**config.mk**
```make
export PLATFORM = sky130hd
export DESIGN_NAME = alu8_core
export DESIGN_NICKNAME = d
export VERILOG_FILES = /design/src/rtl/alu8_pkg.sv /design/src/rtl/alu8_addsub.sv /design/src/rtl/alu8_bitwise.sv /design/src/rtl/alu8_core.sv
export SDC_FILE = /design/constraint.sdc
export NUM_CORES = 1
export LEC_CHECK = 0
export ABC_CLOCK_PERIOD_IN_PS = 6800
export CAP_MARGIN = 25
export CORE_MARGIN = 5
export CORE_UTILIZATION = 45
export DETAILED_ROUTE_END_ITERATION = 8
export DONT_BUFFER_PORTS = 1
export PLACE_DENSITY = 0.71
export SLEW_MARGIN = 20
export SYNTH_ARGS = -nofsm -noshare
export SYNTH_HDL_FRONTEND = slang
export SYNTH_SLANG_ARGS = --single-unit
```
**constraint.sdc**
```tcl
create_clock -name vclk -period 6.8
set_clock_uncertainty 0.15 [all_clocks]
set_input_delay 0.68 -clock vclk [all_inputs]
set_output_delay 0.68 -clock vclk [all_outputs]
set_load 0.01 [all_outputs]
```
**src/rtl/alu8_pkg.sv**
```systemverilog
package alu8_pkg;

    localparam int DW = 8;

    localparam int FL_S  = 7;
    localparam int FL_Z  = 6;
    localparam int FL_H  = 4;
    localparam int FL_PV = 2;
    localparam int FL_N  = 1;
    localparam int FL_C  = 0;

    typedef enum logic [3:0] {
        OP_ADD = 4'd0,
        OP_ADC = 4'd1,
        OP_SUB = 4'd2,
        OP_SBC = 4'd3,
        OP_CP  = 4'd4,
        OP_AND = 4'd5,
        OP_OR  = 4'd6,
        OP_XOR = 4'd7,
        OP_INC = 4'd8,
        OP_DEC = 4'd9,
        OP_NEG = 4'd10,
        OP_CPL = 4'd11,
        OP_SCF = 4'd12,
        OP_CCF = 4'd13,
        OP_RS0 = 4'd14,
        OP_RS1 = 4'd15
    } alu_op_e;

    typedef enum logic [1:0] {
        LG_AND = 2'd0,
        LG_OR  = 2'd1,
        LG_XOR = 2'd2
    } logic_sel_e;

    typedef struct packed {
        logic [DW-1:0] sum;
        logic          cy;
        logic          hc;
        logic          ov;
    } arith_out_t;

    function automatic logic even_parity(input logic [DW-1:0] v);
        return ~(^v);
    endfunction

endpackage

```
**src/rtl/alu8_addsub.sv**
```systemverilog
module alu8_addsub #(
    parameter int W = 8
) (
    input  logic [W-1:0] a_i,
    input  logic [W-1:0] b_i,
    input  logic         cin_i,
    input  logic         sub_i,
    output logic [W-1:0] sum_o,
    output logic         cy_o,
    output logic         hc_o,
    output logic         ov_o
);
    localparam int HW = W / 2;

    logic [W-1:0] b_eff;
    logic         c_eff;
    logic [HW:0]  low_sum;
    logic [W:0]   full_sum;

    always_comb begin
        b_eff    = sub_i ? ~b_i : b_i;
        c_eff    = sub_i ? ~cin_i : cin_i;
        low_sum  = {1'b0, a_i[HW-1:0]} + {1'b0, b_eff[HW-1:0]} + {{HW{1'b0}}, c_eff};
        full_sum = {1'b0, a_i} + {1'b0, b_eff} + {{W{1'b0}}, c_eff};
        sum_o    = full_sum[W-1:0];
        cy_o     = full_sum[W] ^ sub_i;
        hc_o     = low_sum[HW] ^ sub_i;
        ov_o     = (a_i[W-1] == b_eff[W-1]) && (full_sum[W-1] != a_i[W-1]);
    end
endmodule

```
**src/rtl/alu8_bitwise.sv**
```systemverilog
module alu8_bitwise
    import alu8_pkg::*;
#(
    parameter int W = 8
) (
    input  logic [W-1:0] a_i,
    input  logic [W-1:0] b_i,
    input  logic_sel_e   sel_i,
    output logic [W-1:0] y_o
);
    always_comb begin
        unique case (sel_i)
            LG_AND:  y_o = a_i & b_i;
            LG_OR:   y_o = a_i | b_i;
            LG_XOR:  y_o = a_i ^ b_i;
            default: y_o = a_i ^ b_i;
        endcase
    end
endmodule

```
**src/rtl/alu8_core.sv**
```systemverilog
module alu8_core
    import alu8_pkg::*;
(
    input  logic [7:0] acc_i,
    input  logic [7:0] opnd_i,
    input  logic       carry_i,
    input  logic [7:0] flags_i,
    input  logic [3:0] op_i,
    output logic [7:0] result_o,
    output logic       wr_en_o,
    output logic [7:0] flags_o
);
    localparam logic [DW-1:0] ONE = {{(DW-1){1'b0}}, 1'b1};

    alu_op_e     op;
    logic [DW-1:0] add_a, add_b;
    logic          add_cin, add_sub;
    arith_out_t    ar;
    logic_sel_e    lsel;
    logic [DW-1:0] lres;

    assign op = alu_op_e'(op_i);

    // operand routing into the shared adder
    always_comb begin
        add_a   = acc_i;
        add_b   = opnd_i;
        add_cin = 1'b0;
        add_sub = 1'b0;
        unique case (op)
            OP_ADC: add_cin = carry_i;
            OP_SUB, OP_CP: add_sub = 1'b1;
            OP_SBC: begin add_sub = 1'b1; add_cin = carry_i; end
            OP_INC: add_b = ONE;
            OP_DEC: begin add_b = ONE; add_sub = 1'b1; end
            OP_NEG: begin add_a = '0; add_b = acc_i; add_sub = 1'b1; end
            default: ;
        endcase
    end

    alu8_addsub #(.W(DW)) u_addsub (
        .a_i   (add_a),
        .b_i   (add_b),
        .cin_i (add_cin),
        .sub_i (add_sub),
        .sum_o (ar.sum),
        .cy_o  (ar.cy),
        .hc_o  (ar.hc),
        .ov_o  (ar.ov)
    );

    always_comb begin
        unique case (op)
            OP_OR:   lsel = LG_OR;
            OP_XOR:  lsel = LG_XOR;
            default: lsel = LG_AND;
        endcase
    end

    alu8_bitwise #(.W(DW)) u_bitwise (
        .a_i   (acc_i),
        .b_i   (opnd_i),
        .sel_i (lsel),
        .y_o   (lres)
    );

    // result, strobe and flag formation
    always_comb begin
        result_o = acc_i;
        wr_en_o  = 1'b0;
        flags_o  = flags_i;
        unique case (op)
            OP_ADD, OP_ADC, OP_SUB, OP_SBC, OP_CP, OP_INC, OP_DEC, OP_NEG: begin
                flags_o[FL_S]  = ar.sum[DW-1];
                flags_o[FL_Z]  = (ar.sum == '0);
                flags_o[FL_H]  = ar.hc;
                flags_o[FL_PV] = ar.ov;
                flags_o[FL_N]  = add_sub;
                if (op != OP_INC && op != OP_DEC) flags_o[FL_C] = ar.cy;
                if (op != OP_CP) begin
                    result_o = ar.sum;
                    wr_en_o  = 1'b1;
                end
            end
            OP_AND, OP_OR, OP_XOR: begin
                result_o       = lres;
                wr_en_o        = 1'b1;
                flags_o[FL_S]  = lres[DW-1];
                flags_o[FL_Z]  = (lres == '0);
                flags_o[FL_H]  = (op == OP_AND);
                flags_o[FL_PV] = even_parity(lres);
                flags_o[FL_N]  = 1'b0;
                flags_o[FL_C]  = 1'b0;
            end
            OP_CPL: begin
                result_o      = ~acc_i;
                wr_en_o       = 1'b1;
                flags_o[FL_H] = 1'b1;
                flags_o[FL_N] = 1'b1;
            end
            OP_SCF: begin
                flags_o[FL_C] = 1'b1;
                flags_o[FL_H] = 1'b0;
                flags_o[FL_N] = 1'b0;
            end
            OP_CCF: begin
                flags_o[FL_C] = ~carry_i;
                flags_o[FL_H] = carry_i;
                flags_o[FL_N] = 1'b0;
            end
            default: ;
        endcase
    end
endmodule

```
==> results.ini <==
[clocking]
post_cts_buffers=0
cts_hold_buf=0
cts_resized=0

[synthesis]
synth_area_per_cell_um2=6.11
synth_nets=388
syn_inst=330
syn_area_um2=2020
yosysSeqAreaShare=0
ys.warnings.count=0
yosysUniqueCellTypes=48

[finish]
fill_cells=450
nClkBuffers=0
syn2layout_area_growth_pct=-2.23
final_layout_size_suffix_gt1_frac=0.0261
seq_cell_count=0
nets=366
diodes=0
regArea_um2=0
fin_util=0.453
layout.cells.non_filler=358

[timing]
worst_slew_pin_slew_ns=0.695
setup_slack_ns=2.18
timing.slew.headroom=0.533
hold_viol=0
worst_hold_slack_ns=1.21
setup_tns_ns=0
period_needed_ns=4.62
setup_viol=0
fin_crit_sh=0.680
max_freq_ghz=0.216
rsz0062_at_grt=no
maxSlewViolCount=0

[floorplanning]
core_um2=4350
io_pins=46
core.rowCount=24
die_area_um2=5920
die_height_um=77.0
floorplan.initialDensity=0.463
die_w_um=77.0

[critical_path]
required_ns=5.97
cp_max_fo=35
endpoint_kind=primary output
cp.arrival_ns=3.79
worstSetupPathType=input pin to primary output
startpoint_type=input pin

[worst_hold_path]
hold_path_class=input pin to primary output

[placement]
dpl.hpwl_mm=4.66
pre_cts_ws_ns=2.20
dp.cells=358
gp_congestion=0.978
buffer_ports.inserted=0

[global_routing]
grt_usage=0.194
grt_max_degree=51
grt_first_pass_wirelength_mm=9.87
grt_pass1_vias=1976
antenna_found_initial=0
grt_overflow=0

[power]
p_leak_nw=0.819
max-vdd-ir-drop_mv=0.0412
power_density_nw_per_um2=93.9

[job]
max-cap-violations=0

[drt]
vias_per_cell=6.42
first_iter_violations=316
drc=0
routed_wl_mm=6.06
drtAntennaViolNets=0
routedWlPerCell_um=16.9
dr.pass1.iters=5
vias=2298

[run_status]
outcome=finished clean

## cell usage in the layout (no fill, tap or decap), types with 5 or more instances in the layout
cell and count:
nor2_1 37, ha_1 27, a21oi_1 40, xnor2_1 8
nand2b_1 7, inv_1 20, o22a_1 7, o21ai_0 41
nand3_1 5, a221oi_1 8, nand2_1 40
## metal layers
metal / vias to the layer above / track usage / part of all wire
li1: 1140 / - / -
met1: 1029 / 0.265 / 0.42
met2: 115 / 0.322 / 0.45
met3: 14 / 0.0386 / 0.11
met4: 0 / 0.0262 / 0.019
met5: - / 0 / 0
## cells in the mapped netlist (2+ instances only)
cell       n  share of area
nor2_1    37          0.069
nand3_1    5          0.012
and2_1     3         0.0093
nand2_1   40          0.074
o21ai_0   41           0.10
nor3_1     4         0.0099
a21oi_1   40          0.099
or2_2      2         0.0062
and3_1     2         0.0062
o21a_1     3          0.011
a211oi_1   3          0.011
a21o_1     3          0.011
buf_4      3          0.011
nor2b_1    4          0.012
nand2b_1   7          0.022
o22a_1     7          0.030
o21bai_1   2         0.0074
a31oi_1    2         0.0062
o211ai_1   3          0.011
fa_1       2          0.020
inv_1     20          0.037
mux2i_1    4          0.020
o21ai_2    2         0.0087
clkbuf_1  18          0.033
xnor2_1    8          0.035
o21ai_1    3         0.0074
o221ai_1   3          0.013
xor2_1     2         0.0087
a221oi_1   8          0.035
mux2_2     3          0.017
a41oi_1    2         0.0087
or3_1      2         0.0062
ha_1      27           0.17
## metrics by stage
| step | total power, W | instance area (µm²) |
|---|---|---|
| finish | 0.000185 | 1970 |
| global route | 0.000208 | 1970 |
| CTS | 0.000184 | 1970 |
| detailed placement | 0.000183 | 1970 |
| global placement | 0.000182 | 1970 |
| floorplan | 0.000162 | 2020 |
## critical path, stage by stage
cell      delay, ns
nor2b_1        0.40
and3_1         0.42
nand2b_1       0.18
fa_1           0.19
inv_1          0.05
fa_1           0.42
a21o_1         0.18
a21oi_1        0.43
xnor2_1        0.17
or4_1          0.42
o21ai_1        0.24
## path summary, 6_finish.rpt
check	from	to	cells after the start
worst max-delay path	op_i[3]	flags_o[6]	11
worst min-delay path	flags_i[3]	flags_o[3]	0
## layout make-up
| cell class | instances | area, µm² | share of cell area |
|---|---|---|---|
| multi-input combinational | 286 | 1830 | 0.929 |
| inverter | 20 | 75.1 | 0.0381 |
| tap | 52 | 65.1 | 0.0330 |
## power breakdown
group / internal [W] / total (W) / switching, W
Sequential: 0 / 0 / 0
Combinational: 0.0000783 / 0.000185 / 0.000107
Clock: 0 / 0 / 0
Total: 0.0000783 / 0.000185 / 0.000107
## cell families (layout without fill, tap and decap cells)
family / after synthesis / after routing / synth area share
adder cells (fa/ha/maj): 29 / 29 / 0.187
buffers and inverters: 44 / 20 / 0.0918
AO/OA/AOI/OAI: 130 / 130 / 0.398
XOR/XNOR: 10 / 10 / 0.0434
AND/OR/NAND/NOR: 110 / 110 / 0.243
multiplexers: 7 / 7 / 0.0366
Note: power is estimated with default switching activity, not from simulation.
